===== src/rtl/mcc_pkg.sv =====
package mcc_pkg;

  localparam int ST_W = 4;

  typedef enum logic [ST_W-1:0] {
    S_FETCH  = 4'd0,
    S_DECODE = 4'd1,
    S_MADDR  = 4'd2,
    S_MREAD  = 4'd3,
    S_LDWB   = 4'd4,
    S_MWRITE = 4'd5,
    S_REXEC  = 4'd6,
    S_RWB    = 4'd7,
    S_BRANCH = 4'd8,
    S_JUMP   = 4'd9,
    S_LINK   = 4'd10
  } st_e;

  typedef struct packed {
    logic       pc_we;
    logic       pc_we_cond;
    logic       addr_sel;
    logic       mem_rd;
    logic       mem_wr;
    logic       ir_we;
    logic [1:0] wb_sel;
    logic [1:0] pc_src_sel;
    logic [1:0] alu_op_sel;
    logic       alu_a_sel;
    logic [1:0] alu_b_sel;
    logic       rf_we;
    logic [1:0] dst_sel;
  } ctrl_t;

  // selector codes
  localparam logic [1:0] DST_RT  = 2'b00;
  localparam logic [1:0] DST_RD  = 2'b01;
  localparam logic [1:0] DST_R31 = 2'b10;
  localparam logic [1:0] WB_ALU  = 2'b00;
  localparam logic [1:0] WB_MEM  = 2'b01;
  localparam logic [1:0] WB_LINK = 2'b10;

endpackage


===== src/rtl/mcc_state_reg.sv =====
module mcc_state_reg
  import mcc_pkg::*;
(
  input  logic clk,
  input  logic rst,
  input  st_e  nxt,
  output st_e  cur
);
  always_ff @(posedge clk) begin
    if (rst) cur <= S_FETCH;
    else     cur <= nxt;
  end
endmodule


===== src/rtl/mcc_next_state.sv =====
module mcc_next_state
  import mcc_pkg::*;
#(
  parameter int               OP_W  = 6,
  parameter logic [OP_W-1:0]  OPC_R = 6'b000000,
  parameter logic [OP_W-1:0]  OPC_L = 6'b100011,
  parameter logic [OP_W-1:0]  OPC_S = 6'b101011,
  parameter logic [OP_W-1:0]  OPC_B = 6'b000100,
  parameter logic [OP_W-1:0]  OPC_J = 6'b000010,
  parameter logic [OP_W-1:0]  OPC_JL = 6'b000011
)(
  input  st_e             cur,
  input  logic [OP_W-1:0] opcode,
  output st_e             nxt
);
  st_e dispatch;

  // decode-time dispatch on opcode; unknown codes fall back to fetch
  always_comb begin
    if      (opcode == OPC_R)                      dispatch = S_REXEC;
    else if (opcode == OPC_L || opcode == OPC_S)   dispatch = S_MADDR;
    else if (opcode == OPC_B)                      dispatch = S_BRANCH;
    else if (opcode == OPC_J)                      dispatch = S_JUMP;
    else if (opcode == OPC_JL)                     dispatch = S_LINK;
    else                                           dispatch = S_FETCH;
  end

  always_comb begin
    case (cur)
      S_FETCH:  nxt = S_DECODE;
      S_DECODE: nxt = dispatch;
      S_MADDR: begin
        if      (opcode == OPC_L) nxt = S_MREAD;
        else if (opcode == OPC_S) nxt = S_MWRITE;
        else                      nxt = S_FETCH;
      end
      S_MREAD:  nxt = S_LDWB;
      S_REXEC:  nxt = S_RWB;
      default:  nxt = S_FETCH;
    endcase
  end
endmodule


===== src/rtl/mcc_out_decode.sv =====
module mcc_out_decode
  import mcc_pkg::*;
(
  input  st_e   cur,
  output ctrl_t ctl
);
  always_comb begin
    ctl = '0;
    case (cur)
      S_FETCH: begin
        ctl.mem_rd     = 1'b1;
        ctl.ir_we      = 1'b1;
        ctl.pc_we      = 1'b1;
        ctl.alu_b_sel  = 2'b01;
      end
      S_DECODE: begin
        ctl.alu_b_sel  = 2'b11;
      end
      S_MADDR: begin
        ctl.alu_a_sel  = 1'b1;
        ctl.alu_b_sel  = 2'b10;
      end
      S_MREAD: begin
        ctl.mem_rd     = 1'b1;
        ctl.addr_sel   = 1'b1;
      end
      S_LDWB: begin
        ctl.rf_we      = 1'b1;
        ctl.dst_sel    = DST_RT;
        ctl.wb_sel     = WB_MEM;
      end
      S_MWRITE: begin
        ctl.mem_wr     = 1'b1;
        ctl.addr_sel   = 1'b1;
      end
      S_REXEC: begin
        ctl.alu_a_sel  = 1'b1;
        ctl.alu_op_sel = 2'b10;
      end
      S_RWB: begin
        ctl.rf_we      = 1'b1;
        ctl.dst_sel    = DST_RD;
        ctl.wb_sel     = WB_ALU;
      end
      S_BRANCH: begin
        ctl.alu_a_sel  = 1'b1;
        ctl.alu_op_sel = 2'b01;
        ctl.pc_we_cond = 1'b1;
        ctl.pc_src_sel = 2'b01;
      end
      S_JUMP: begin
        ctl.pc_we      = 1'b1;
        ctl.pc_src_sel = 2'b10;
      end
      S_LINK: begin
        ctl.pc_we      = 1'b1;
        ctl.pc_src_sel = 2'b10;
        ctl.rf_we      = 1'b1;
        ctl.dst_sel    = DST_R31;
        ctl.wb_sel     = WB_LINK;
      end
      default: ctl = '0;
    endcase
  end
endmodule


===== src/rtl/mc_ctrl_fsm.sv =====
module mc_ctrl_fsm
  import mcc_pkg::*;
#(
  parameter int               OP_W   = 6,
  parameter logic [OP_W-1:0]  OPC_R  = 6'b000000,
  parameter logic [OP_W-1:0]  OPC_L  = 6'b100011,
  parameter logic [OP_W-1:0]  OPC_S  = 6'b101011,
  parameter logic [OP_W-1:0]  OPC_B  = 6'b000100,
  parameter logic [OP_W-1:0]  OPC_J  = 6'b000010,
  parameter logic [OP_W-1:0]  OPC_JL = 6'b000011
)(
  input  logic             clk,
  input  logic             rst,
  input  logic [OP_W-1:0]  opcode,
  output logic [ST_W-1:0]  state_o,
  output logic             pc_we,
  output logic             pc_we_cond,
  output logic             addr_sel,
  output logic             mem_rd,
  output logic             mem_wr,
  output logic             ir_we,
  output logic [1:0]       wb_sel,
  output logic [1:0]       pc_src_sel,
  output logic [1:0]       alu_op_sel,
  output logic             alu_a_sel,
  output logic [1:0]       alu_b_sel,
  output logic             rf_we,
  output logic [1:0]       dst_sel
);
  st_e   cur, nxt;
  ctrl_t ctl;

  mcc_state_reg u_sreg (
    .clk (clk),
    .rst (rst),
    .nxt (nxt),
    .cur (cur)
  );

  mcc_next_state #(
    .OP_W(OP_W), .OPC_R(OPC_R), .OPC_L(OPC_L), .OPC_S(OPC_S),
    .OPC_B(OPC_B), .OPC_J(OPC_J), .OPC_JL(OPC_JL)
  ) u_nxt (
    .cur    (cur),
    .opcode (opcode),
    .nxt    (nxt)
  );

  mcc_out_decode u_dec (
    .cur (cur),
    .ctl (ctl)
  );

  assign state_o    = cur;
  assign pc_we      = ctl.pc_we;
  assign pc_we_cond = ctl.pc_we_cond;
  assign addr_sel   = ctl.addr_sel;
  assign mem_rd     = ctl.mem_rd;
  assign mem_wr     = ctl.mem_wr;
  assign ir_we      = ctl.ir_we;
  assign wb_sel     = ctl.wb_sel;
  assign pc_src_sel = ctl.pc_src_sel;
  assign alu_op_sel = ctl.alu_op_sel;
  assign alu_a_sel  = ctl.alu_a_sel;
  assign alu_b_sel  = ctl.alu_b_sel;
  assign rf_we      = ctl.rf_we;
  assign dst_sel    = ctl.dst_sel;
endmodule


===== config.mk =====
export PLATFORM = sky130hd
export DESIGN_NAME = mc_ctrl_fsm
export DESIGN_NICKNAME = d
export VERILOG_FILES = /design/src/rtl/mcc_pkg.sv /design/src/rtl/mcc_state_reg.sv /design/src/rtl/mcc_next_state.sv /design/src/rtl/mcc_out_decode.sv /design/src/rtl/mc_ctrl_fsm.sv
export SDC_FILE = /design/constraint.sdc
export NUM_CORES = 1
export LEC_CHECK = 0
export BUFFER_PORTS_ARGS = -buffer_cell sky130_fd_sc_hd__buf_2
export CAP_MARGIN = 0
export CORE_AREA = 2 2 39 41
export DETAILED_ROUTE_END_ITERATION = 8
export DIE_AREA = 0 0 41 43
export PLACE_DENSITY = 0.7
export SYNTH_ARGS = -nofsm -noshare
export SYNTH_HDL_FRONTEND = slang
export SYNTH_HIERARCHICAL = 1
export SYNTH_SLANG_ARGS = --single-unit

===== constraint.sdc =====
create_clock -name clk -period 2 [get_ports clk]
set_input_delay 0.3 -clock clk [delete_from_list [all_inputs] [get_ports clk]]
set_output_delay 0.3 -clock clk [all_outputs]
set_load 0.1 [all_outputs]

==> Word-level counts from Yosys, hierarchy flattened <==
Cells that the tools add are included.
{ "totals": {"reg_bits": 4, "latch_bits": 0, "ram_bits": 0, "rom_bits": 0, "output_inout_bits": 22, "word_cells": 44, "n_memories": 0} }
{ "op_classes": {"addsub": 0, "n_mul": 0, "div_mod_pow": 0, "n_lt_le_gt_ge": 0, "n_eq_ne": 15, "n_shift": 0, "mux": 20, "bitwise_logic": 0, "reduce_logical": 8} }
{ "op_table": {"columns": ["cell", "count"], "rows": [
  ["4-bit 2-to-1 mux", 6],
  ["4-bit case mux with 5 select lines", 1],
  ["4-bit by 3-bit == test with 1-bit output (second input constant)", 4],
  ["4-bit == test (second input constant)", 3],
  ["6-bit by 2-bit == test with 1-bit output (second input constant)", 2],
  ["6-bit == test (second input constant)", 2],
  ["2-bit case mux with 2 select lines", 3],
  ["3-bit case mux with 3 select lines", 1],
  ["4-bit by 2-bit == test with 1-bit output (second input constant)", 2],
  ["1-bit 2-to-1 mux", 7],
  ["6-bit by 3-bit == test with 1-bit output (second input constant)", 1],
  ["6-bit zero test", 1],
  ["2-bit case mux with 3 select lines", 1],
  ["2-bit OR reduction", 3],
  ["3-bit OR reduction", 2],
  ["4-bit by 1-bit == test with 1-bit output (second input constant)", 1],
  ["4-bit zero test", 1],
  ["3-bit 2-to-1 mux", 1],
  ["1-bit logical OR", 1]
]} }

==> Logic depth before layout (Yosys ltp) <==
Gate-level depths: netlist of run 1.
{ "logic_depth": {"depth_word": 7, "ltp_mapped": 4, "mapped_depth_nobuf": 4} }

==> Cells and area by module <==
Netlist of run 1, hierarchy kept.
{ "by_module_without_submodules": {"columns": ["mod", "instances", "cells_per_inst", "area_each_um2", "seq_area_each_um2"], "rows": [
  ["mcc_out_decode", 1, 30, 216.5, 0.0],
  ["mcc_next_state", 1, 25, 170.2, 0.0],
  ["mcc_state_reg", 1, 8, 105.1, 80.1]
]} }

==> Worst setup path before layout of run 1 <==
No wires, ideal clock.
{ "synth_timing": {"path_type": "register to output", "startpoint": "reg u_sreg.cur[3]", "endpoint": "out pc_we_cond", "t_arrival_ns": 4.058, "required_ns": 1.700, "path_slack_ns": -2.358, "path_stages_with_launch": 5, "path_buffers": 2, "cell_sequence": "dfxtp_1 buf_4 nand2b_1 nor3_1 buf_4"} }
{ "synth_via": {"elab_chain_cells": 2} }
{ "synth_rtl": {"columns": ["element", "line_no", "rtl"], "rows": [
  ["start, declared", "mcc_state_reg.sv:7", "output st_e cur"],
  ["start signal, assigned", "mcc_state_reg.sv:11", "else cur <= nxt;"],
  ["4-bit == test", "mcc_out_decode.sv:9", "case (cur)"],
  ["1-bit 2-to-1 mux", "mcc_out_decode.sv:9", null],
  ["end, declared", "mc_ctrl_fsm.sv:17", "output logic pc_we_cond,"]
]} }
No other way between the ends.

==> Final worst setup path of run 1 <==
{ "layout_timing": {"startpoint": "reg u_sreg.cur[2]", "endpoint": "out pc_we_cond"} }
The elaborated chain is that of the path after synthesis.

==> results.md, run 1 <==
* Total die area at 1763 um^2
* Filler cell count at 116
* Initial Util at 35.53%
* Slew HR at 63.88%
* Global Route Usage Sum at 17.79%
* Mapped Cells at 63
* Flops & latches, synth at 4
* Status: finished, final reports clean
* Power Density at 396.7 nW/um^2
* Finished Cell Area at 890.9 um^2
* CP Data Arrival Time at 1.62 ns
* Share of the synthesized area in the top cell type at 16.28%
* CP Cell Sequence: nand2b_1 -> nor3_4 -> buf_12
* Gpl congestion at 0.7266
* Residual DRC count at 0
* Routed Antenna Nets at 0
* Clock sinks at 4
* Period utilization at 95.94%
* Final Critical Period at 1.919 ns
* Worst VDD drop at 0.3136 mV
* Hold path cells at 2
* Data required, critical path at 1.70 ns
* Pin count of the biggest net entering global routing at 19
* Register area at 95.09 um^2
* Worst hold path class: input pin to flip-flop
* Clock tree buffer depth at 2
* Max FFs per register at 4
* Clock Latency Late Sink at 0.24 ns
* Leading area contributor after synthesis: dfxtp_1
* DRT iter0 DRCs at 7
* Worst slew pin tran at 0.5379 ns
* Root buffer cell: clkbuf_4
* Crit Path Class: flip-flop to output port
* Die Ht at 43 um
* P&R area growth vs syn at 81.17%
* Max Cap Violations at 0
* Die width at 41 um
* Mapped Area at 491.7 um^2
* Commonest cells in the netlist: nor2_1 (7), nor3_1 (7), nand2b_1 (5)
* Biggest register: u_sreg/cur
* Net count reported at finish at 99
* RSZ-0062 raised after global routing: no
* Count of final hold-check violations at 0
* Port buffer count at 29
* Post-CTS Setup Inserts at 0
* Post-route setup slack at 0.08124 ns
* Ys flop type: dfxtp_1
* Pre-CTS setup slack at 0.3105 ns
* DR pass1 iterations at 4
* Netlist cell types at 32
* Critical path fanouts, max at 16
* DR vias at 563
* Initial antenna violation count at 0
* Seq/Total Area, Yosys at 16.28%
* CTS Hold Buffers Added at 0
* Row count at 14
* Post-CTS resize count at 0
* Placed cell areas at 868.3 um^2
* CTS tree: yes
* Number of global-route vias before repair at 503
* Inserted Diodes at 0
* Max-slew violations at 0
* Critical path's largest stage delay at 0.41 ns
* Final Setup Violations at 0
* First-pass GRT wire length at 2194 um
* Post-Syn Nets at 71
* CTS Buf Count at 3
* R2R cell count at 4
* Clock-pin slew on the worst setup and hold paths at 0.04 ns
* Multi-input logic area at 484.2 um^2
* Fmax at 521.2 MHz
* Top post-synthesis cells by area: dfxtp_1 (16%), nor3_1 (7.1%), nand2b_1 (6.4%), buf_4 (6.1%), nor2_1 (5.3%)
* Highest-delay cell along the critical path: dfxtp_4
* Warnings, synthesis at 6
* EDFF count, synth at 0
* Core box area at 1384 um^2
* Final core utilization at 64.38%
* WL per Instance at 11.45 um
* Vias per cell at 5.362
* Synth async-reset ratio at 0%
* Synthesized area per cell at 7.805 um^2
* Top Registers: u_sreg/cur (4)
* Worst Skew at 0.004795 ns
* Pleak at 0.0003349 uW
* Congestion Overflow GR at 0
* H-tree Lvls at 1
* Drt total wl at 1202 um
* Tot Pwr at 353.4 uW
* CP Capture Type: output port
* Io pins at 30
* Share of post-route cells with drive strength above 1 at 59.55%
* CP startpoint kind: flip-flop
worst max-delay path: cells and delay by family, from the launching register on:
| family | cells | cell delay [ns] |
|---|---|---|
| and+or+nand+nor | 2 | 0.75 |
| DFF | 1 | 0.41 |
| buffers and inverters | 1 | 0.21 |
cell families after synthesis:
group	share of synthesized area [%]
XOR/XNOR	5.344
buffers and inverters	10.18
multiplexers	4.071
flip-flops	16.29
AND/OR/NAND/NOR	47.33
AO/OA/AOI/OAI	16.80
through the flow:
stage / setup TNS, ns / instances / hold slack (ns)
2_1_floorplan: -2.751 / 63 / 0.3619
3_3_place_gp: 0 / 102 / 0.5048
3_5_place_dp: 0 / 102 / 0.5053
4_1_cts: 0 / 105 / 0.2570
5_1_grt: 0 / 105 / 0.2716
6_report: 0 / 105 / 0.2611
area by class of cell:
class,count,area share [%]
Timing Repair Buffer,29,29.78
Multi-Input combinational cell,52,54.35
Clock buffer,3,2.528
Inverter,1,0.4213
Sequential cell,4,10.67
Tap cell,16,2.247
cells in the final DEF (no fill, tap or decap), types with 2 or more instances in the layout:
master	n
buf_2	21
buf_12	8
nand2b_1	4
nor3_4	4
nor2_1	4
nor2b_1	4
dfxtp_4	4
clkbuf_4	3
nor2_2	2
nor3_2	2
xnor2_1	2
and4b_1	2
or3b_1	2
nor3b_4	2
a22o_1	2
mux2i_1	2
final timing paths:
check | to | startpoint | slack (ns)
setup reg to reg | u_sreg/cur[2]$_SDFF_PP0_ | u_sreg/cur[1]$_SDFF_PP0_ | 0.39
setup / recovery | pc_we_cond | u_sreg/cur[2]$_SDFF_PP0_ | 0.08
hold reg to reg | u_sreg/cur[1]$_SDFF_PP0_ | u_sreg/cur[0]$_SDFF_PP0_ | 0.82
hold / removal | u_sreg/cur[3]$_SDFF_PP0_ | rst | 0.26
per-layer routing:
layer | vias to the layer above | routed length (um) | global-route usage, %
met5 | - | 0 | 0
met4 | 0 | 0 | 8.000
met3 | 0 | 88 | 3.141
met2 | 26 | 616 | 26.88
met1 | 249 | 497 | 23.55
li1 | 288 | - | -
power breakdown:
part	internal [uW]	switching, uW	total (uW)
logic	46.1	112	159
clock network	67.2	34.7	102
registers	78.7	14.3	92.9
total	192	161	353
No activity file was read; power rests on OpenSTA's default activity.
==> run 2: changes to the inputs <==
==> constraint.sdc (replaced) <==
create_clock -name clk -period 2.3 [get_ports clk]
set_input_delay 0.345 -clock clk [delete_from_list [all_inputs] [get_ports clk]]
set_output_delay 0.345 -clock clk [all_outputs]
set_load 0.1 [all_outputs]
==> run 2 against run 1 <==
Against the previous run: sequential cell count is the same; non-clock buffer count unchanged; total power shrank 17%; cell area down 15%; largest power group unchanged; count of clock-buffer cells in the layout unchanged; core utilization decreased by 9.8 points; sequential share of layout area increased by 1.9 points; critical endpoint is now rf_we; clock power is 18% lower.
==> results.md, run 2 (same netlist as run 1, synthesis figures left out) <==
* Post-CTS resize count at 0 (unchanged)
* Worst VDD drop at 0.1677 mV (was 0.3136 mV)
* Drt total wl at 1192 um (was 1202 um)
* Vias per cell at 5.343 (was 5.362)
* RSZ-0062 raised after global routing: no (unchanged)
* Max-slew violations at 0 (unchanged)
* Clock Latency Late Sink at 0.23 ns (was 0.24 ns)
* Die Ht at 43 um (unchanged)
* Worst slew pin tran at 0.5640 ns (was 0.5379 ns)
* Io pins at 30 (unchanged)
* Inserted Diodes at 0 (unchanged)
* Finished Cell Area at 755.7 um^2 (was 890.9 um^2)
* Worst Skew at 0.003889 ns (was 0.004795 ns)
* Slew HR at 62.13% (was 63.88%)
* DR pass1 iterations at 4 (unchanged)
* Biggest register: u_sreg/cur (unchanged)
* Crit Path Class: flip-flop to output port (unchanged)
* Comb pwr share at 44.1% (was 44.9%)
* CP Capture Type: output port (unchanged)
* Critical path's largest stage delay at 0.45 ns (was 0.41 ns)
* Initial antenna violation count at 0 (unchanged)
* Number of global-route vias before repair at 480 (was 503)
* Buf/Inv on CP at 1 (unchanged)
* Congestion Overflow GR at 0 (unchanged)
* Pin count of the biggest net entering global routing at 19 (unchanged)
* Power Density at 388.8 nW/um^2 (was 396.7 nW/um^2)
* Die width at 41 um (unchanged)
* Core box area at 1384 um^2 (unchanged)
* Period utilization at 88.13%
* Final Critical Period at 2.027 ns
* Post-CTS Setup Inserts at 0 (unchanged)
* Clock-pin slew on the worst setup and hold paths at 0.04 ns (about the same)
* Residual DRC count at 0 (unchanged)
* Placed cell areas at 733.2 um^2 (was 868.3 um^2)
* DR vias at 561 (was 563)
* Worst hold path class: input pin to flip-flop (unchanged)
* Fmax at 493.4 MHz
* CP Data Arrival Time at 1.68 ns (was 1.62 ns)
* P&R area growth vs syn at 53.69% (was 81.17%)
* Gpl congestion at 0.7096 (was 0.7266)
* Total die area at 1763 um^2 (unchanged)
* DRT iter0 DRCs at 6 (was 7)
* Port buffer count at 29 (unchanged)
* Commonest cells after routing, fill and taps aside: buf_2 (29), nand2b_1 (5) (was buf_2 (21), buf_12 (8))
* HPWL Detailed at 920 um
* Critical path fanouts, max at 16 (unchanged)
* Total negative setup slack at 0 ns (unchanged)
* CTS tree: yes (unchanged)
* First-pass GRT wire length at 1945 um (was 2194 um)
* Clock sinks at 4 (unchanged)
* Kind of cell adding the most delay to the critical path: buffers and inverters (was simple AND/OR/NAND/NOR gates)
* Clk network pwr share at 28.5% (was 28.8%)
* H-tree Lvls at 1 (unchanged)
* Routed Antenna Nets at 0 (unchanged)
* Tot Pwr at 293.9 uW (was 353.4 uW)
* Pleak at 0.0003100 uW (was 0.0003349 uW)
* CP Cell Sequence: nand2b_1 -> o22ai_2 -> buf_2 (was nand2b_1 -> nor3_4 -> buf_12)
* Count of final hold-check violations at 0 (unchanged)
* CP startpoint kind: flip-flop (unchanged)
* CTS Buf Count at 3 (unchanged)
* Global Route Usage Sum at 16.00% (was 17.79%)
* Top Registers: u_sreg/cur (4) (unchanged)
* Sequential share of power at 27.4% (was 26.3%)
* Status: finished, final reports clean (unchanged)
* Row count at 14 (unchanged)
* CTS Hold Buffers Added at 0 (unchanged)
* Net count reported at finish at 99 (unchanged)
* Psw at 134.0 uW (was 161.4 uW)
* Initial Util at 35.53% (unchanged)
* Final Setup Violations at 0 (unchanged)
* Share of post-route cells with drive strength above 1 at 58.43% (was 59.55%)
* Commonest non-fill, non-tap cell in the layout: buf_2 (unchanged)
* Internal at 159.9 uW (was 192.0 uW)
* WL per Instance at 11.35 um (was 11.45 um)
* Max Cap Violations at 0 (unchanged)
* Sw frac at 45.59% (was 45.67%)
* Root buffer cell: clkbuf_4 (unchanged)
* Clock tree buffer depth at 2 (unchanged)
* Data required, critical path at 1.96 ns (was 1.70 ns)
* Max FFs per register at 4 (unchanged)
* Highest-delay cell along the critical path: buf_2 (was dfxtp_4)
-- run 2: changes by cell type in the layout (fill, tap and decap cells not counted) --
cell,delta
buf_2,+8
o22ai_4,-1
nand2b_4,-1
nand2b_1,+1
buf_12,-8
o22ai_2,+1
-- run 2: routing by layer --
layer / wire [um] / track usage, % / vias up
li1: - / - / 284
met1: 494 / 17.80 / 253
met2: 634 / 26.88 / 24
met3: 64 / 3.141 / 0
met4: 0 / 8.000 / 0
met5: 0 / 0 / -
-- run 2: power by group through the flow --
stage	Sequential [uW]	Combinational, uW	Clock, uW
after floorplan	86.4	106	0
after global placement	81.8	129	0
after detailed placement	81.8	130	0
after CTS	80.9	130	84.6
after global routing	81.7	137	90.5
final	80.5	130	83.7
-- run 2: final cells by class --
| class | count | area [um^2] |
|---|---|---|
| Fill cell | 139 | 628.1 |
| Tap cell | 16 | 20.02 |
| Multi-Input combinational cell | 52 | 469.2 |
| Clock buffer | 3 | 22.52 |
| Timing Repair Buffer | 29 | 145.1 |
| Inverter | 1 | 3.754 |
| Sequential cell | 4 | 95.09 |
-- run 2: through the flow --
step           setup slack [ns]  utilization, %  cells  hold slack (ns)
6_report                 0.2731           54.61    105           0.3089
3_5_place_dp             0.4989           52.98    102           0.5424
2_1_floorplan           -0.3014               -     63           0.4069
3_3_place_gp             0.5212           52.98    102           0.5430
4_1_cts                  0.2564           54.61    105           0.3037
5_1_grt                  0.1945           54.61    105           0.3054
-- run 2: worst paths after layout --
path                                               start                       end  slack [ns]  depth (start not counted)
worst max-delay path            u_sreg/cur[2]$_SDFF_PP0_                     rf_we        0.27                          3
worst min-delay path                                 rst  u_sreg/cur[0]$_SDFF_PP0_        0.31                          2
worst max register to register  u_sreg/cur[1]$_SDFF_PP0_  u_sreg/cur[2]$_SDFF_PP0_        0.68                          4
worst min register to register  u_sreg/cur[0]$_SDFF_PP0_  u_sreg/cur[1]$_SDFF_PP0_        0.83                          3
